### config.mk
export PLATFORM = sky130hd
export DESIGN_NAME = td_status_updater
export DESIGN_NICKNAME = d
export VERILOG_FILES = /design/src/rtl/td_upd_pkg.sv /design/src/rtl/td_tok_decode.sv /design/src/rtl/td_status_rules.sv /design/src/rtl/td_out_stage.sv /design/src/rtl/td_status_updater.sv
export SDC_FILE = /design/constraint.sdc
export NUM_CORES = 1
export LEC_CHECK = 0
export ABC_AREA = 1
export ABC_CLOCK_PERIOD_IN_PS = 2050
export BUFFER_PORTS_ARGS = -buffer_cell sky130_fd_sc_hd__clkbuf_2
export CELL_PAD_IN_SITES_DETAIL_PLACEMENT = 2
export CELL_PAD_IN_SITES_GLOBAL_PLACEMENT = 2
export CORE_ASPECT_RATIO = 0.8
export CORE_MARGIN = 4
export CORE_UTILIZATION = 23
export CTS_BUF_LIST = sky130_fd_sc_hd__clkbuf_4
export DETAILED_ROUTE_END_ITERATION = 8
export MAX_ROUTING_LAYER = met4
export PLACE_DENSITY = 0.79
export SYNTH_ARGS = -nofsm -noshare
export SYNTH_HDL_FRONTEND = slang
export SYNTH_HIERARCHICAL = 1
export SYNTH_SLANG_ARGS = --single-unit
### constraint.sdc
create_clock -name clk -period 2.05 [get_ports clk]
set_input_delay 0.1025 -clock clk [delete_from_list [all_inputs] [get_ports clk]]
set_output_delay 0.1025 -clock clk [all_outputs]
set_load 0.02 [all_outputs]
### src/rtl/td_upd_pkg.sv
package td_upd_pkg;

  // control word bit positions
  localparam int unsigned CB_TMO   = 18;
  localparam int unsigned CB_NAK   = 19;
  localparam int unsigned CB_BAB   = 20;
  localparam int unsigned CB_STL   = 22;
  localparam int unsigned CB_ACT   = 23;
  localparam int unsigned CB_IOC   = 24;
  localparam int unsigned CB_ERRLO = 27;
  localparam int unsigned CB_SPD   = 29;
  localparam int unsigned ERR_W    = 2;

  // token field geometry
  localparam int unsigned TK_PID_W  = 8;
  localparam int unsigned TK_ADDR_LO = 8;
  localparam int unsigned TK_ADDR_W = 7;
  localparam int unsigned TK_EP_LO  = 15;
  localparam int unsigned TK_EP_W   = 4;
  localparam int unsigned TK_TGL    = 19;
  localparam int unsigned TK_RSV    = 20;
  localparam int unsigned TK_LEN_LO = 21;

  localparam logic [7:0] PID_SETUP = 8'h2D;
  localparam logic [7:0] PID_IN    = 8'h69;
  localparam logic [7:0] PID_OUT   = 8'hE1;

  typedef enum logic [2:0] {
    RES_OK     = 3'd0,
    RES_NAK    = 3'd1,
    RES_STALL  = 3'd2,
    RES_TMO    = 3'd3,
    RES_BABBLE = 3'd4
  } res_e;

  typedef struct packed {
    logic [31:0] ctrl;
    logic        advance;
    logic        irq;
    logic        usb_err;
    logic        proc_err;
    logic        frame_stop;
    logic        short_pkt;
    logic        changed;
    logic        skipped;
  } upd_s;

endpackage

### src/rtl/td_tok_decode.sv
module td_tok_decode
  import td_upd_pkg::*;
#(
  parameter int unsigned LEN_W = 11
) (
  input  logic [31:0]          token,
  output logic [6:0]           addr,
  output logic [3:0]           ep,
  output logic                 toggle,
  output logic [LEN_W-1:0]     max_len,
  output logic                 tok_ok,
  output logic                 is_in
);
  localparam int unsigned LEN_HI = TK_LEN_LO + LEN_W - 1;

  logic [TK_PID_W-1:0] pid;
  logic                pid_known;

  assign pid     = token[TK_PID_W-1:0];
  assign addr    = token[TK_ADDR_LO +: TK_ADDR_W];
  assign ep      = token[TK_EP_LO +: TK_EP_W];
  assign toggle  = token[TK_TGL];
  // wraps: an all-ones field encodes a zero-byte packet
  assign max_len = token[LEN_HI:TK_LEN_LO] + LEN_W'(1);

  always_comb begin
    unique case (pid)
      PID_SETUP, PID_IN, PID_OUT: pid_known = 1'b1;
      default:                    pid_known = 1'b0;
    endcase
  end

  assign tok_ok = pid_known && !token[TK_RSV];
  assign is_in  = (pid == PID_IN);

endmodule

### src/rtl/td_status_rules.sv
module td_status_rules
  import td_upd_pkg::*;
#(
  parameter int unsigned LEN_W = 11,
  parameter int unsigned CNT_W = 12
) (
  input  logic [31:0]      ctrl_in,
  input  logic [2:0]       result,
  input  logic [CNT_W-1:0] count,
  input  logic [LEN_W-1:0] max_len,
  input  logic             tok_ok,
  input  logic             is_in,
  output upd_s             upd
);
  logic [CNT_W-1:0] max_ext;
  logic [LEN_W-1:0] act_len;
  logic             overlong;
  logic             undersize;
  logic [ERR_W-1:0] err_cnt;
  logic             do_babble;
  logic [31:0]      nxt;
  res_e             res;

  assign max_ext   = CNT_W'(max_len);
  assign overlong  = count > max_ext;
  assign undersize = count < max_ext;
  assign act_len   = LEN_W'(count - CNT_W'(1));
  assign err_cnt   = ctrl_in[CB_ERRLO +: ERR_W];
  assign res       = res_e'(result);

  always_comb begin
    nxt            = ctrl_in;
    do_babble      = 1'b0;
    upd.advance    = 1'b0;
    upd.irq        = ctrl_in[CB_IOC];
    upd.usb_err    = 1'b0;
    upd.proc_err   = 1'b0;
    upd.frame_stop = 1'b0;
    upd.short_pkt  = 1'b0;
    upd.skipped    = 1'b0;
    if (!ctrl_in[CB_ACT]) begin
      upd.skipped = 1'b1;
    end else if (!tok_ok) begin
      upd.proc_err   = 1'b1;
      upd.frame_stop = 1'b1;
    end else begin
      case (res)
        RES_OK: begin
          if (overlong) begin
            do_babble = 1'b1;
          end else begin
            nxt[LEN_W-1:0] = act_len;
            nxt[CB_ACT]    = 1'b0;
            nxt[CB_NAK]    = 1'b0;
            if (is_in && ctrl_in[CB_SPD] && undersize)
              upd.short_pkt = 1'b1;
            else
              upd.advance = 1'b1;
          end
        end
        RES_NAK: nxt[CB_NAK] = 1'b1;
        RES_TMO: begin
          nxt[CB_TMO] = 1'b1;
          if (err_cnt != '0) begin
            nxt[CB_ERRLO +: ERR_W] = err_cnt - ERR_W'(1);
            if (err_cnt == ERR_W'(1)) begin
              nxt[CB_ACT] = 1'b0;
              upd.usb_err = 1'b1;
            end
          end
        end
        RES_BABBLE: do_babble = 1'b1;
        default: begin
          nxt[CB_STL] = 1'b1;
          nxt[CB_ACT] = 1'b0;
        end
      endcase
      if (do_babble) begin
        nxt[CB_BAB]    = 1'b1;
        nxt[CB_STL]    = 1'b1;
        nxt[CB_ACT]    = 1'b0;
        upd.frame_stop = 1'b1;
      end
    end
    upd.ctrl    = nxt;
    upd.changed = (nxt != ctrl_in);
  end

endmodule

### src/rtl/td_out_stage.sv
module td_out_stage
  import td_upd_pkg::*;
(
  input  logic       clk,
  input  logic       rst,
  input  logic       in_valid,
  input  upd_s       upd_d,
  input  logic [6:0] addr_d,
  input  logic [3:0] ep_d,
  input  logic       tgl_d,
  output logic       valid_q,
  output upd_s       upd_q,
  output logic [6:0] addr_q,
  output logic [3:0] ep_q,
  output logic       tgl_q
);
  always_ff @(posedge clk) begin
    if (rst) begin
      valid_q <= 1'b0;
      upd_q   <= '0;
      addr_q  <= '0;
      ep_q    <= '0;
      tgl_q   <= 1'b0;
    end else begin
      valid_q <= in_valid;
      if (in_valid) begin
        upd_q  <= upd_d;
        addr_q <= addr_d;
        ep_q   <= ep_d;
        tgl_q  <= tgl_d;
      end else begin
        // hold the word, drop every decision flag
        upd_q.advance    <= 1'b0;
        upd_q.irq        <= 1'b0;
        upd_q.usb_err    <= 1'b0;
        upd_q.proc_err   <= 1'b0;
        upd_q.frame_stop <= 1'b0;
        upd_q.short_pkt  <= 1'b0;
        upd_q.changed    <= 1'b0;
        upd_q.skipped    <= 1'b0;
      end
    end
  end


  idle_flags_chk: assert property (@(posedge clk) disable iff (rst)
    !valid_q |-> !(upd_q.advance || upd_q.irq || upd_q.usb_err || upd_q.proc_err ||
                   upd_q.frame_stop || upd_q.short_pkt || upd_q.changed || upd_q.skipped));

endmodule

### src/rtl/td_status_updater.sv
module td_status_updater
  import td_upd_pkg::*;
#(
  parameter int unsigned LEN_W = 11,
  parameter int unsigned CNT_W = 12
) (
  input  logic             clk,
  input  logic             rst,
  input  logic             in_valid,
  input  logic [31:0]      ctrl_in,
  input  logic [31:0]      token_in,
  input  logic [2:0]       result_in,
  input  logic [CNT_W-1:0] rx_count,
  output logic             out_valid,
  output logic [31:0]      ctrl_out,
  output logic [6:0]       dev_addr,
  output logic [3:0]       endpoint,
  output logic             data_toggle,
  output logic             advance,
  output logic             irq_req,
  output logic             usb_err,
  output logic             proc_err,
  output logic             frame_stop,
  output logic             short_pkt,
  output logic             changed,
  output logic             skipped
);
  logic [6:0]       dec_addr;
  logic [3:0]       dec_ep;
  logic             dec_tgl;
  logic [LEN_W-1:0] dec_max;
  logic             dec_ok;
  logic             dec_in;
  upd_s             upd_d;
  upd_s             upd_q;

  td_tok_decode #(.LEN_W(LEN_W)) u_dec (
    .token   (token_in),
    .addr    (dec_addr),
    .ep      (dec_ep),
    .toggle  (dec_tgl),
    .max_len (dec_max),
    .tok_ok  (dec_ok),
    .is_in   (dec_in)
  );

  td_status_rules #(.LEN_W(LEN_W), .CNT_W(CNT_W)) u_rules (
    .ctrl_in (ctrl_in),
    .result  (result_in),
    .count   (rx_count),
    .max_len (dec_max),
    .tok_ok  (dec_ok),
    .is_in   (dec_in),
    .upd     (upd_d)
  );

  td_out_stage u_out (
    .clk      (clk),
    .rst      (rst),
    .in_valid (in_valid),
    .upd_d    (upd_d),
    .addr_d   (dec_addr),
    .ep_d     (dec_ep),
    .tgl_d    (dec_tgl),
    .valid_q  (out_valid),
    .upd_q    (upd_q),
    .addr_q   (dev_addr),
    .ep_q     (endpoint),
    .tgl_q    (data_toggle)
  );

  assign ctrl_out   = upd_q.ctrl;
  assign advance    = upd_q.advance;
  assign irq_req    = upd_q.irq;
  assign usb_err    = upd_q.usb_err;
  assign proc_err   = upd_q.proc_err;
  assign frame_stop = upd_q.frame_stop;
  assign short_pkt  = upd_q.short_pkt;
  assign changed    = upd_q.changed;
  assign skipped    = upd_q.skipped;


  latency_chk: assert property (@(posedge clk) disable iff (rst)
    (!$past(rst) && $past(in_valid)) |-> out_valid);


  skip_quiet_chk: assert property (@(posedge clk) disable iff (rst)
    (out_valid && skipped) |-> (!changed && !advance && !frame_stop && !usb_err));


  advance_retired_chk: assert property (@(posedge clk) disable iff (rst)
    advance |-> (!ctrl_out[CB_ACT] && !ctrl_out[CB_NAK] && !frame_stop));


  short_holds_chk: assert property (@(posedge clk) disable iff (rst)
    short_pkt |-> (!advance && !ctrl_out[CB_ACT]));


  usb_err_chk: assert property (@(posedge clk) disable iff (rst)
    usb_err |-> (ctrl_out[CB_TMO] && !ctrl_out[CB_ACT] && ctrl_out[CB_ERRLO +: ERR_W] == '0));


  babble_stop_chk: assert property (@(posedge clk) disable iff (rst)
    (frame_stop && !proc_err) |-> (ctrl_out[CB_BAB] && ctrl_out[CB_STL] && !ctrl_out[CB_ACT] && !advance));


  proc_err_chk: assert property (@(posedge clk) disable iff (rst)
    proc_err |-> (frame_stop && !changed && !advance));


  unchanged_chk: assert property (@(posedge clk) disable iff (rst)
    (out_valid && !changed) |-> (skipped || proc_err || ctrl_out[CB_ACT]));

endmodule

Word-level counts from Yosys, hierarchy flattened
Index checks and enable logic that the tools add are counted.
{"block": "word_totals", "reg_bits": 53, "latchBits": 0, "mem_bits_rw": 0, "rom_bits": 0, "output_inout_bits": 53, "elab_cells": 78, "n_memories": 0}
{"block": "op_classes", "addsub": 3, "mul": 0, "div": 0, "order_cmp": 2, "n_eq_ne": 8, "n_shift": 0, "n_mux": 33, "bitwise": 6, "n_reduce_logical": 13}
{"cell": "11-bit 2-to-1 mux", "count": 4}
{"cell": "18-bit inequality test", "count": 1}
{"cell": "1-bit 2-to-1 mux", "count": 17}
{"cell": "2-bit 2-to-1 mux", "count": 7}
{"cell": "12-bit by 11-bit > comparator with 1-bit output", "count": 1}
{"cell": "12-bit by 11-bit < comparator with 1-bit output", "count": 1}
{"cell": "6-bit OR reduction", "count": 2}
{"cell": "11-bit by 1-bit adder with 11-bit output, second input constant", "count": 1}
{"cell": "11-bit by 1-bit subtractor with 11-bit output, second input constant", "count": 1}
{"cell": "8-bit by 6-bit equality test with 1-bit output, second input constant", "count": 1}
{"cell": "8-bit by 7-bit equality test with 1-bit output, second input constant", "count": 1}
{"cell": "8-bit equality test, second input constant", "count": 1}
{"cell": "3-bit 2-to-1 mux", "count": 2}
{"cell": "1-bit NOT", "count": 6}
{"cell": "3-bit OR reduction", "count": 2}
{"cell": "1-bit case mux with 2 select lines", "count": 2}
{"cell": "2-bit OR reduction", "count": 2}
{"cell": "4-bit OR reduction", "count": 1}
{"cell": "3-bit by 1-bit equality test with 1-bit output, second input constant", "count": 1}
{"cell": "3-bit by 2-bit equality test with 1-bit output, second input constant", "count": 1}
{"cell": "3-bit equality test, second input constant", "count": 1}
{"cell": "1-bit logical AND", "count": 3}
{"cell": "3-bit logical NOT", "count": 1}
{"cell": "1-bit case mux with 3 select lines", "count": 1}
{"cell": "other kinds (4)", "count": 4}

Longest topological paths before layout
Gate-level depths: netlist of run 1.
{"block": "logic_depth", "word_depth": 10, "ltp_mapped": 23, "depth_no_buf": 23}

Cells and area by module
The synthesis of run 1 kept the hierarchy.
{"module": "td_out_stage", "n_inst": 1, "cells_each": 306, "area_per_inst_um2": 2049.5}
{"module": "td_status_rules", "n_inst": 1, "cells_each": 205, "area_per_inst_um2": 1119.8}
{"module": "td_tok_decode", "n_inst": 1, "cells_each": 79, "area_per_inst_um2": 402.9}

Worst setup path after synthesis of run 1
No wires, ideal clock.
{"block": "synth_path", "path_kind": "input to register", "start": "in token_in[21]", "end": "reg u_out/upd_q[8] (netlist name)", "setup_ns": 0.113, "t_arrival_ns": 1.975, "slack_ns": -0.038, "cell_stages": 21, "n_path_buf": 0, "cell_sequence": "ha_1 > nand3_2 > nor2_4 > nand3_1 > nand2_1 > inv_1 > ha_1 > nand4_1 > inv_1 > nand2_1 > nand3_2 > nand2_4 > nand2_4 > inv_1 > nand2_1 > o21ai_0 > inv_1 > inv_1 > nand2_1 > nand2_1 > nor2_1"}
{"element": "from (decl)", "line": "td_status_updater.sv:11", "source": "input logic [31:0] token_in,"}

==> flow_metrics.env, run 1 <==
export IMPL_crit_family="simple AND/OR/NAND/NOR gates"
export IMPL_syn_area_sq_um=3572
export IMPL_place_gp_congestion=0.7970
export IMPL_min_period_ns=2.025
export IMPL_synth_top_area_cell="dfxtp_1"
export IMPL_wl_met2_um=6551
export IMPL_top_layer="met4"
export IMPL_crit_path_frequent_cell="nand2_1"
export IMPL_slew_headroom=0.5761
export IMPL_row_count=40
export IMPL_finalWorstSetupSlack_ns=0.02484
export IMPL_power_mw=2.451
export IMPL_m1WireLength_um=5785
export IMPL_final_nets=833
export IMPL_place_inst=913
export IMPL_initial_utilization=0.2363
export IMPL_syn_inst=590
export IMPL_cts_path_max_buffers=2
export IMPL_async_flop_share=0
export IMPL_start_kind="primary input"
export IMPL_arrival_ns=2.31
export IMPL_worst_pin_slew_ns=0.6358
export IMPL_totalNegativeSetupSlack_ns=0
export IMPL_path_class="in -> reg"
export IMPL_wl_per_cell_um=13.84
export IMPL_path_clk_slew_ns=0.15
export IMPL_ant_nets=0
export IMPL_hold_path_class="in -> reg"
export IMPL_critPathMaxFanout=8
export IMPL_htreeDepth=2
export IMPL_rsz0062_at_grt="true"
export IMPL_fmax_mhz=493.8
export IMPL_critPathRequiredTime_ns=2.34
export IMPL_cts_tree="done"
export IMPL_antenna_found_initial=1
export IMPL_power_density_nw_per_um2=500.4
export IMPL_drt_iter0_markers=92
export IMPL_vias=3969
export IMPL_cts_buffers=5
export IMPL_slowest_stage="ha_1"
export IMPL_path_cells="buf_8 > ha_4 > nand3_4 > nor2_4 > nand2_1 > nand2_1 > inv_1 > ha_1 > nand2_1 > inv_2 > nand2_4 > nor3_4 > nand2_2 > nand2_4 > nand2_8 > clkbuf_16 > nand2_2 > o21ai_1 > inv_1 > nand2_1 > nand2_1 > nor2_2"
export IMPL_die_area_sq_um=17600
export IMPL_ys_warn_count=6
export IMPL_max_stage_delay_ns=0.26
export IMPL_critical_path_cell_count=22
export IMPL_power_leakage_nw=2.804
export IMPL_ys_seq_elements=53
export IMPL_end_kind="register"
export IMPL_skew_ns=0
export IMPL_ir_drop_v=0.0002316
export IMPL_root_buffer="clkbuf_4"
export IMPL_synth_compound_area_frac=0.03783
export IMPL_hold_viol=0
export IMPL_drive_gt1_frac=0.2828
export IMPL_synth_cell_types=29
export IMPL_slew_violations=0
export IMPL_whs_path_depth=5
export IMPL_ioPinCount=135
export IMPL_syn_nets=685
export IMPL_synth_edf_count=0
export IMPL_critPathBufInv=5
export IMPL_remaining_drc_errors=0
export IMPL_core_area_sq_um=15110
export IMPL_dp_hpwl_um=10410
export IMPL_synth_top_family_by_area="simple AND/OR/NAND/NOR gates"
export IMPL_portBuffers=134
export IMPL_synth_mux_area_frac=0
export IMPL_synth_simple_gate_area_frac=0.3947
export IMPL_synthTopCellsByArea="dfxtp_1 (30%), nand2_1 (18%), nor2_1 (13%), inv_1 (11%), buf_4 (5.7%)"
export IMPL_routed_wirelength_um=13140
export IMPL_grt_pass1_wl_um=21220
export IMPL_met3RoutedLength_um=667
export IMPL_synth_xor_area_frac=0.02452
export IMPL_fp_dieH_um=119.5
export IMPL_clk_latency_ns=0.37
export IMPL_clkSinkCount=53
export IMPL_synth_adder_area_share=0.04553
export IMPL_synth_main_ff_cell="dfxtp_1"
export IMPL_yosysTopAreaCellShare=0.2970
export IMPL_syn_to_final_growth_pct=37.09
export IMPL_die_x_um=147.3
export IMPL_vias_per_cell=4.178
export IMPL_grt_max_degree=64
export IMPL_ys_seq_area_frac=0.2970
export IMPL_avgSynthCellArea_sq_um=6.055
export IMPL_fin_crit_sh=0.9879
export IMPL_cap_violations=0
export IMPL_overflow=0
export IMPL_track_usage=0.1506
export IMPL_firstDrtPassIters=4
export IMPL_finalSetupViolCount=0
export IMPL_ff2ff_path_depth=2
export IMPL_final_cells=950
export IMPL_status="complete, no violations"
export IMPL_post_place_ws_ns=-0.5025
export IMPL_first_global_vias=4468
final cells by class:
| type | count | area (sq um) |
|---|---|---|
| multi-input combinational | 385 | 1927 |
| sequential | 53 | 1061 |
| tap | 210 | 262.8 |
| clock buffer | 6 | 45.04 |
| timing repair buffer | 183 | 1152 |
| antenna | 1 | 2.502 |
| inverter | 110 | 412.9 |
| fill | 1875 | 10220 |
| clock inverter | 2 | 33.78 |
sequential cells by signal, summed over array words and instances (netlist names):
name / count
u_out/addr_q: 7
u_out/ep_q: 4
u_out/tgl_q: 1
u_out/upd_q: 40
u_out/valid_q: 1
final timing paths:
path / slack, ns / start / end
setup / recovery: 0.02 / token_in[22] / u_out/upd_q[10]
hold / removal: 0.02 / token_in[18] / u_out/ep_q[3]
setup reg to reg: 1.42 / u_out/upd_q[10] / u_out/upd_q[10]
hold reg to reg: 0.49 / u_out/upd_q[22] / u_out/upd_q[22]
layout by cell type (no fill, tap or decap), types with 9 or more instances in the layout:
| cell | count |
|---|---|
| nand2_1 | 161 |
| clkbuf_2 | 129 |
| nor2_1 | 119 |
| inv_1 | 104 |
| dfxtp_1 | 53 |
| buf_4 | 24 |
| dlygate4sd3_1 | 22 |
| nand3_1 | 13 |
| o21ai_0 | 12 |
| ha_1 | 10 |
| nand2_2 | 9 |
worst reg2reg max path, stage by stage, from the launching register on:
cell	delay (ns)
dfxtp_1	0.35
nor2_1	0.15
nor2_2	0.05
routing by layer:
| metal | track usage | vias up |
|---|---|---|
| met3 | 0.03614 | 12 |
| met5 | - | - |
| met2 | 0.2704 | 89 |
| met1 | 0.1748 | 1848 |
| met4 | 0.02270 | 0 |
| li1 | - | 2020 |
kinds of logic after synthesis:
| family | count (synthesis) |
|---|---|
| AO/OA/AOI/OAI | 26 |
| XOR/XNOR | 10 |
| adder cells (fa/ha/maj) | 13 |
| buffers and inverters | 152 |
| flip-flops | 53 |
| AND/OR/NAND/NOR | 336 |
cells in the mapped netlist, types with 3 or more instances:
cell / number
nor2_4: 4
buf_6: 4
nand3_2: 3
xnor2_1: 5
o21ai_0: 19
nor3_1: 3
dfxtp_1: 53
a21oi_1: 4
nand3_1: 16
ha_1: 13
nor2_1: 120
xor2_1: 5
nand2_1: 169
inv_1: 107
buf_4: 27
nand2_2: 3
buf_2: 11
nand4_1: 8
repair_timing:
action	in CTS	in global routing
pin swaps	6	21
hold buffers	22	0
endpoints found under the hold margin	23	0
cloned	0	1
gates resized for setup	3	43
setup buffers	1	4
setup endpoints to repair	11	16
power by group:
| group | total [mW] | internal [mW] | switching [mW] | leakage [nW] |
|---|---|---|---|---|
| Combinational | 0.714 | 0.283 | 0.431 | 2.32 |
| Clock | 0.607 | 0.268 | 0.339 | 0.0433 |
| Sequential | 1.13 | 1.10 | 0.0345 | 0.439 |
| Total | 2.45 | 1.65 | 0.805 | 2.80 |
through the flow:
| stage | hold WS (ns) | cell area [sq um] | utilization |
|---|---|---|---|
| final | 0.01602 | 4897 | 0.3240 |
| after floorplan | 0.2487 | 3592 | - |
| after CTS | 0.0001878 | 4712 | 0.3118 |
| after global placement | 0.3213 | 4393 | 0.2906 |
| after global routing | 0.008630 | 4897 | 0.3240 |
| after detailed placement | 0.3312 | 4393 | 0.2906 |
Note: power is estimated with default switching activity, not from simulation.
==> inputs of run 2 (changes only) <==
- SETUP_SLACK_MARGIN: not set -> 0.1
==> run 2 against run 1 <==
Compared with the run above:
- the flow now finishes with violations (negative setup slack)
- sequential power about the same
- die area is the same
- register-to-register slack is essentially flat
- sequential share of layout area decreased by 0.46 points
- clock skew did not move
- clock power barely moved
- via count rose by 0.60%
- highest routed layer unchanged
==> flow_metrics.env, run 2 (same netlist as run 1, synthesis figures left out) <==
export IMPL_status="finished, violations left"
export IMPL_violations="negative setup slack"
export IMPL_initial_utilization=0.2363
export IMPL_die_x_um=147.3
export IMPL_row_count=40
export IMPL_critPathRequiredTime_ns=2.37
export IMPL_portBuffers=134
export IMPL_dp_hpwl_um=10380
export IMPL_holdWs_ns=0.01726
export IMPL_htreeDepth=2
export IMPL_whs_path_depth=4
export IMPL_finalWorstSetupSlack_ns=-0.05450
export IMPL_clkSinkCount=53
export IMPL_first_global_vias=4543
export IMPL_vias=3993
export IMPL_syn_to_final_growth_pct=40.04
export IMPL_cap_violations=0
export IMPL_p_sw_mw=0.8334
export IMPL_ir_drop_v=0.0002409
export IMPL_cts_tree="done"
export IMPL_end_kind="register"
export IMPL_finalSetupViolCount=9
export IMPL_drt_iter0_markers=102
export IMPL_grt_pass1_wl_um=21910
export IMPL_hold_path_class="in -> reg"
export IMPL_clkPwrFrac=0.245
export IMPL_critPathMaxFanout=7
export IMPL_firstDrtPassIters=4
export IMPL_min_period_ns=2.105
export IMPL_track_usage=0.1540
export IMPL_final_nets=830
export IMPL_root_buffer="clkbuf_4"
export IMPL_crit_start="token_in[21]"
export IMPL_antennaDiodeCount=0
export IMPL_fp_dieH_um=119.5
export IMPL_antenna_found_initial=0
export IMPL_p_sw_frac=0.3366
export IMPL_vias_per_cell=4.221
export IMPL_ff2ff_path_depth=2
export IMPL_cts_buffers=5
export IMPL_cts_path_max_buffers=2
export IMPL_core_area_sq_um=15110
export IMPL_largestRegisters="u_out/upd_q x40, u_out/addr_q x7, u_out/ep_q x4"
export IMPL_die_area_sq_um=17600
export IMPL_worst_pin_slew_ns=0.6715
export IMPL_slew_headroom=0.5523
export IMPL_skew_ns=0
export IMPL_routed_wirelength_um=13370
export IMPL_postLayoutCoreUtil=0.3310
export IMPL_slew_violations=0
export IMPL_final_common_cell="nand2_1"
export IMPL_top_register="u_out/upd_q"
export IMPL_layout_cells_most_common_list="nand2_1 (156), clkbuf_2 (129), nor2_1 (118)"
export IMPL_hold_viol=0
export IMPL_totalNegativeSetupSlack_ns=-0.3032
export IMPL_ioPinCount=135
export IMPL_ant_nets=0
export IMPL_wl_per_cell_um=14.13
export IMPL_path_class="in -> reg"
export IMPL_arrival_ns=2.43
export IMPL_r2r_start="u_out/upd_q[13]"
export IMPL_fmax_mhz=475.2
export IMPL_power_leakage_nw=2.814
export IMPL_seqPwrFrac=0.456
export IMPL_rsz0062_at_grt="true"
export IMPL_fin_crit_sh=1.027
export IMPL_largest_reg_flops=40
export IMPL_post_place_ws_ns=-0.5463
export IMPL_grt_max_degree=40
export IMPL_path_clk_slew_ns=0.17
export IMPL_power_density_nw_per_um2=494.9
export IMPL_overflow=0
export IMPL_clk_latency_ns=0.37
export IMPL_remaining_drc_errors=0
export IMPL_p_comb_frac=0.299
export IMPL_min_delay_start="ctrl_in[28]"
export IMPL_drive_gt1_frac=0.3057
export IMPL_place_gp_congestion=0.8046
export IMPL_intPower_mw=1.642
export IMPL_start_kind="primary input"
[run 2: cell count changes in the layout (fill, tap and decap cells not counted), sizes merged]
| cell | before | now |
|---|---|---|
| inv | 110 | 108 |
| diode | 1 | 0 |
| clkbuf | 138 | 136 |
| clkinvlp | 0 | 1 |
| dlygate4sd3 | 22 | 23 |
| buf | 29 | 26 |
| clkinv | 1 | 3 |
[run 2: worst paths after layout]
kind	to	slack (ns)
max	u_out/upd_q[14]	-0.05
min	u_out/upd_q[5]	0.02
max reg2reg	u_out/upd_q[13]	1.42
min reg2reg	u_out/upd_q[35]	0.48
[run 2: timing repair]
item                       CTS  global route
pin swaps                   11            20
hold endpoints to repair    24             0
hold buffers                23             0
cloned                       0             1
setup buffers                3             0
setup endpoints to repair   16            17
gates resized for setup     16            48
[run 2: layer usage]
metal	track usage	vias up	routed length, um
met2	0.2909	81	6976
li1	-	2002	-
met1	0.1730	1902	5716
met4	0.01455	0	78
met5	-	-	0
met3	0.03309	8	594
[run 2: through the flow]
stage                     power [mW]  instance area, sq um  instances
after floorplan                1.557                  3605        590
after detailed placement       1.807                  4403        911
final                          2.476                  5002        946
after CTS                      2.489                  4800        945
after global placement         1.762                  4403        911
after global routing           2.663                  5002        946
[run 2: area by class of cell]
cell class | count | area, sq um
fillers | 1872 | 10110
flip-flops and latches | 53 | 1061
multi-input cells | 385 | 2026
well taps | 210 | 262.8
repair buffers | 180 | 1149
clock inverters | 3 | 41.29
clock buffers | 5 | 37.54
inverters | 110 | 425.4
[run 2: worst max-delay path, stage by stage]
cell and delay (ns):
buf_8 0.09, ha_4 0.15, nand3_4 0.09, nor2_4 0.18, nand3_2 0.11, nand2_2 0.07
inv_2 0.04, ha_4 0.27, nand4_1 0.13, nor2_1 0.17, nand2_1 0.11, nand3_2 0.11
nand2_4 0.09, nand2_8 0.15, clkbuf_16 0.17, nand2_1 0.05, o21ai_1 0.08, inv_1 0.06
nand2_1 0.05, nand2_1 0.06, nor2_1 0.09
[run 2: power groups by stage]
stage               registers [mW]  logic (mW)  clock network [mW]
floorplan                     1.23       0.330                   0
global placement              1.15       0.614                   0
detailed placement            1.15       0.654                   0
CTS                           1.13       0.713               0.645
global route                  1.14       0.829               0.694
finish                        1.13       0.739               0.607
==> inputs of run 3 (changes only) <==
- CORE_MARGIN: 4 -> not set
- MAX_ROUTING_LAYER: met4 -> not set
==> run 3 against run 2 <==
Compared with the run above:
- the flow now finishes without violations
- clock skew unchanged
- register-to-register slack better by 0.03 ns
- sequential share of layout area up 0.49 points
- via count down 0.70%
- wire length down 6.6%
- critical endpoint is now u_out/upd_q[1]
- sequential power about the same
- cell count up 0.42%
- first-iteration DRC count down 40%
==> flow_metrics.env, run 3 (same netlist as run 1, synthesis figures left out) <==
export IMPL_grt_max_degree=41
export IMPL_remaining_drc_errors=0
export IMPL_slew_headroom=0.6401
export IMPL_portBuffers=134
export IMPL_antennaDiodeCount=0
export IMPL_final_nets=834
export IMPL_power_leakage_nw=2.773
export IMPL_largestRegisters="u_out/upd_q x40, u_out/addr_q x7, u_out/ep_q x4"
export IMPL_multi_input_area_sq_um=1928
export IMPL_place_gp_congestion=0.8018
export IMPL_fin_crit_sh=0.9713
export IMPL_path_class="in -> reg"
export IMPL_end_kind="register"
export IMPL_arrival_ns=2.27
export IMPL_holdWs_ns=0.04394
export IMPL_postPlaceCellArea_sq_um=4413
export IMPL_firstDrtPassIters=4
export IMPL_power_density_nw_per_um2=480.3
export IMPL_critPathMaxFanout=5
export IMPL_root_buffer="clkbuf_4"
export IMPL_rsz0062_at_grt="true"
export IMPL_max_stage_delay_ns=0.26
export IMPL_fillCellCount=1894
export IMPL_cts_buffers=5
export IMPL_ant_nets=0
export IMPL_final_area_sq_um=4888
export IMPL_ioPinCount=135
export IMPL_hold_path_class="in -> reg"
export IMPL_start_kind="primary input"
export IMPL_htreeDepth=2
export IMPL_slew_violations=0
export IMPL_die_x_um=141.3
export IMPL_layout_cells_most_common_list="nand2_1 (160), clkbuf_2 (129), nor2_1 (117)"
export IMPL_vias_per_cell=4.174
export IMPL_core_area_sq_um=15110
export IMPL_crit_path_frequent_cell="nand2_1"
export IMPL_min_period_ns=1.991
export IMPL_clkSinkCount=53
export IMPL_critPathRequiredTime_ns=2.33
export IMPL_cap_violations=0
export IMPL_drive_gt1_frac=0.2878
export IMPL_first_global_vias=4332
export IMPL_vias=3965
export IMPL_path_cells="buf_8 > ha_4 > nand3_4 > nor2_4 > nand2_1 > nand2_1 > inv_1 > ha_1 > nand2_1 > inv_2 > nand2_2 > nor2_1 > nand2_1 > nand3_2 > nand2_4 > buf_6 > nand4_1 > nand2_1 > inv_1 > nand2_2 > nor2_2 > nand3_1 > inv_1 > nor2_2"
export IMPL_row_count=40
export IMPL_routed_wirelength_um=12490
export IMPL_top_register="u_out/upd_q"
export IMPL_grt_pass1_wl_um=20470
export IMPL_wl_per_cell_um=13.15
export IMPL_final_common_cell="nand2_1"
export IMPL_critPathBufInv=6
export IMPL_die_area_sq_um=16040
export IMPL_fmax_mhz=502.2
export IMPL_status="complete, no violations"
export IMPL_slowest_stage="ha_1"
export IMPL_ir_drop_v=0.0002889
export IMPL_drt_iter0_markers=61
export IMPL_cts_tree="done"
export IMPL_path_clk_slew_ns=0.15
export IMPL_clk_latency_ns=0.37
export IMPL_seq_area_sq_um=1061
export IMPL_skew_ns=0
export IMPL_overflow=0
export IMPL_initial_utilization=0.2363
export IMPL_antenna_found_initial=0
export IMPL_worst_pin_slew_ns=0.5399
export IMPL_dp_hpwl_um=9859
export IMPL_crit_family="simple AND/OR/NAND/NOR gates"
export IMPL_largest_reg_flops=40
export IMPL_fp_dieH_um=113.5
export IMPL_syn_to_final_growth_pct=36.85
export IMPL_track_usage=0.1584
export IMPL_cts_path_max_buffers=2
export IMPL_hold_viol=0
export IMPL_finalSetupViolCount=0
[run 3: cell types whose count changed in the layout (fill, tap and decap cells not counted), moves of 2 or more]
cell / previous run / this run
buf_4: 19 / 21
buf_6: 2 / 4
a21oi_2: 0 / 2
nand2_1: 156 / 160
nand2_2: 14 / 12
inv_2: 7 / 5
clkinv_1: 2 / 0
nand2_4: 3 / 1
o21ai_1: 3 / 12
clkbuf_4: 6 / 9
inv_1: 101 / 104
o21ai_2: 9 / 1
[run 3: worst reg2reg max path, cell delays in order (launching register included)]
cell and delay, ns:
dfxtp_1 0.35, nor2_1 0.12, nor2_2 0.06
[run 3: repair_timing]
action,in CTS,in global routing
resized for setup,9,32
hold buffers,24,0
cloned,0,0
pin swaps,11,22
endpoints found under the hold margin,25,0
setup endpoints to repair,12,17
buffers inserted,2,2
[run 3: power by group]
part           switching (mW)  internal (mW)  total (mW)
clock                   0.339          0.163       0.502
sequential             0.0341           1.10        1.13
combinational           0.425          0.292       0.717
[run 3: path summary, 6_finish.rpt]
check	start	endpoint	slack [ns]	depth (start not counted)
worst max-delay path	token_in[22]	u_out/upd_q[1]	0.06	24
worst min-delay path	token_in[15]	u_out/ep_q[0]	0.04	5
worst max register to register	u_out/upd_q[16]	u_out/upd_q[16]	1.45	2
worst min register to register	u_out/addr_q[5]	u_out/addr_q[5]	0.49	2
[run 3: per-stage QoR]
step | setup TNS (ns) | power (mW) | util | instances | setup WS (ns)
final | 0 | 2.348 | 0.3234 | 950 | 0.05880
after global routing | -0.4199 | 2.530 | 0.3234 | 950 | -0.08404
after CTS | 0 | 2.382 | 0.3160 | 948 | 0.1023
after detailed placement | -5.730 | 1.804 | 0.2920 | 914 | -0.4183
after global placement | -3.283 | 1.764 | 0.2920 | 914 | -0.2811
after floorplan | 0 | 1.557 | - | 590 | 0.1019
[run 3: layout make-up]
| cell class | instances | area share |
|---|---|---|
| repair buffers | 184 | 0.2370 |
| inverters | 110 | 0.08549 |
| flip-flops and latches | 53 | 0.2170 |
| clock buffers | 7 | 0.01075 |
| clock inverters | 1 | 0.001536 |
| multi-input cells | 385 | 0.3944 |
| well taps | 210 | 0.05375 |
[run 3: per-layer routing]
metal	up-vias	GRT usage	wire, um
met5	-	0	0
met4	0	0.008696	13
met3	2	0.04072	708
met2	80	0.2977	6279
met1	1874	0.1881	5488
li1	2009	-	-
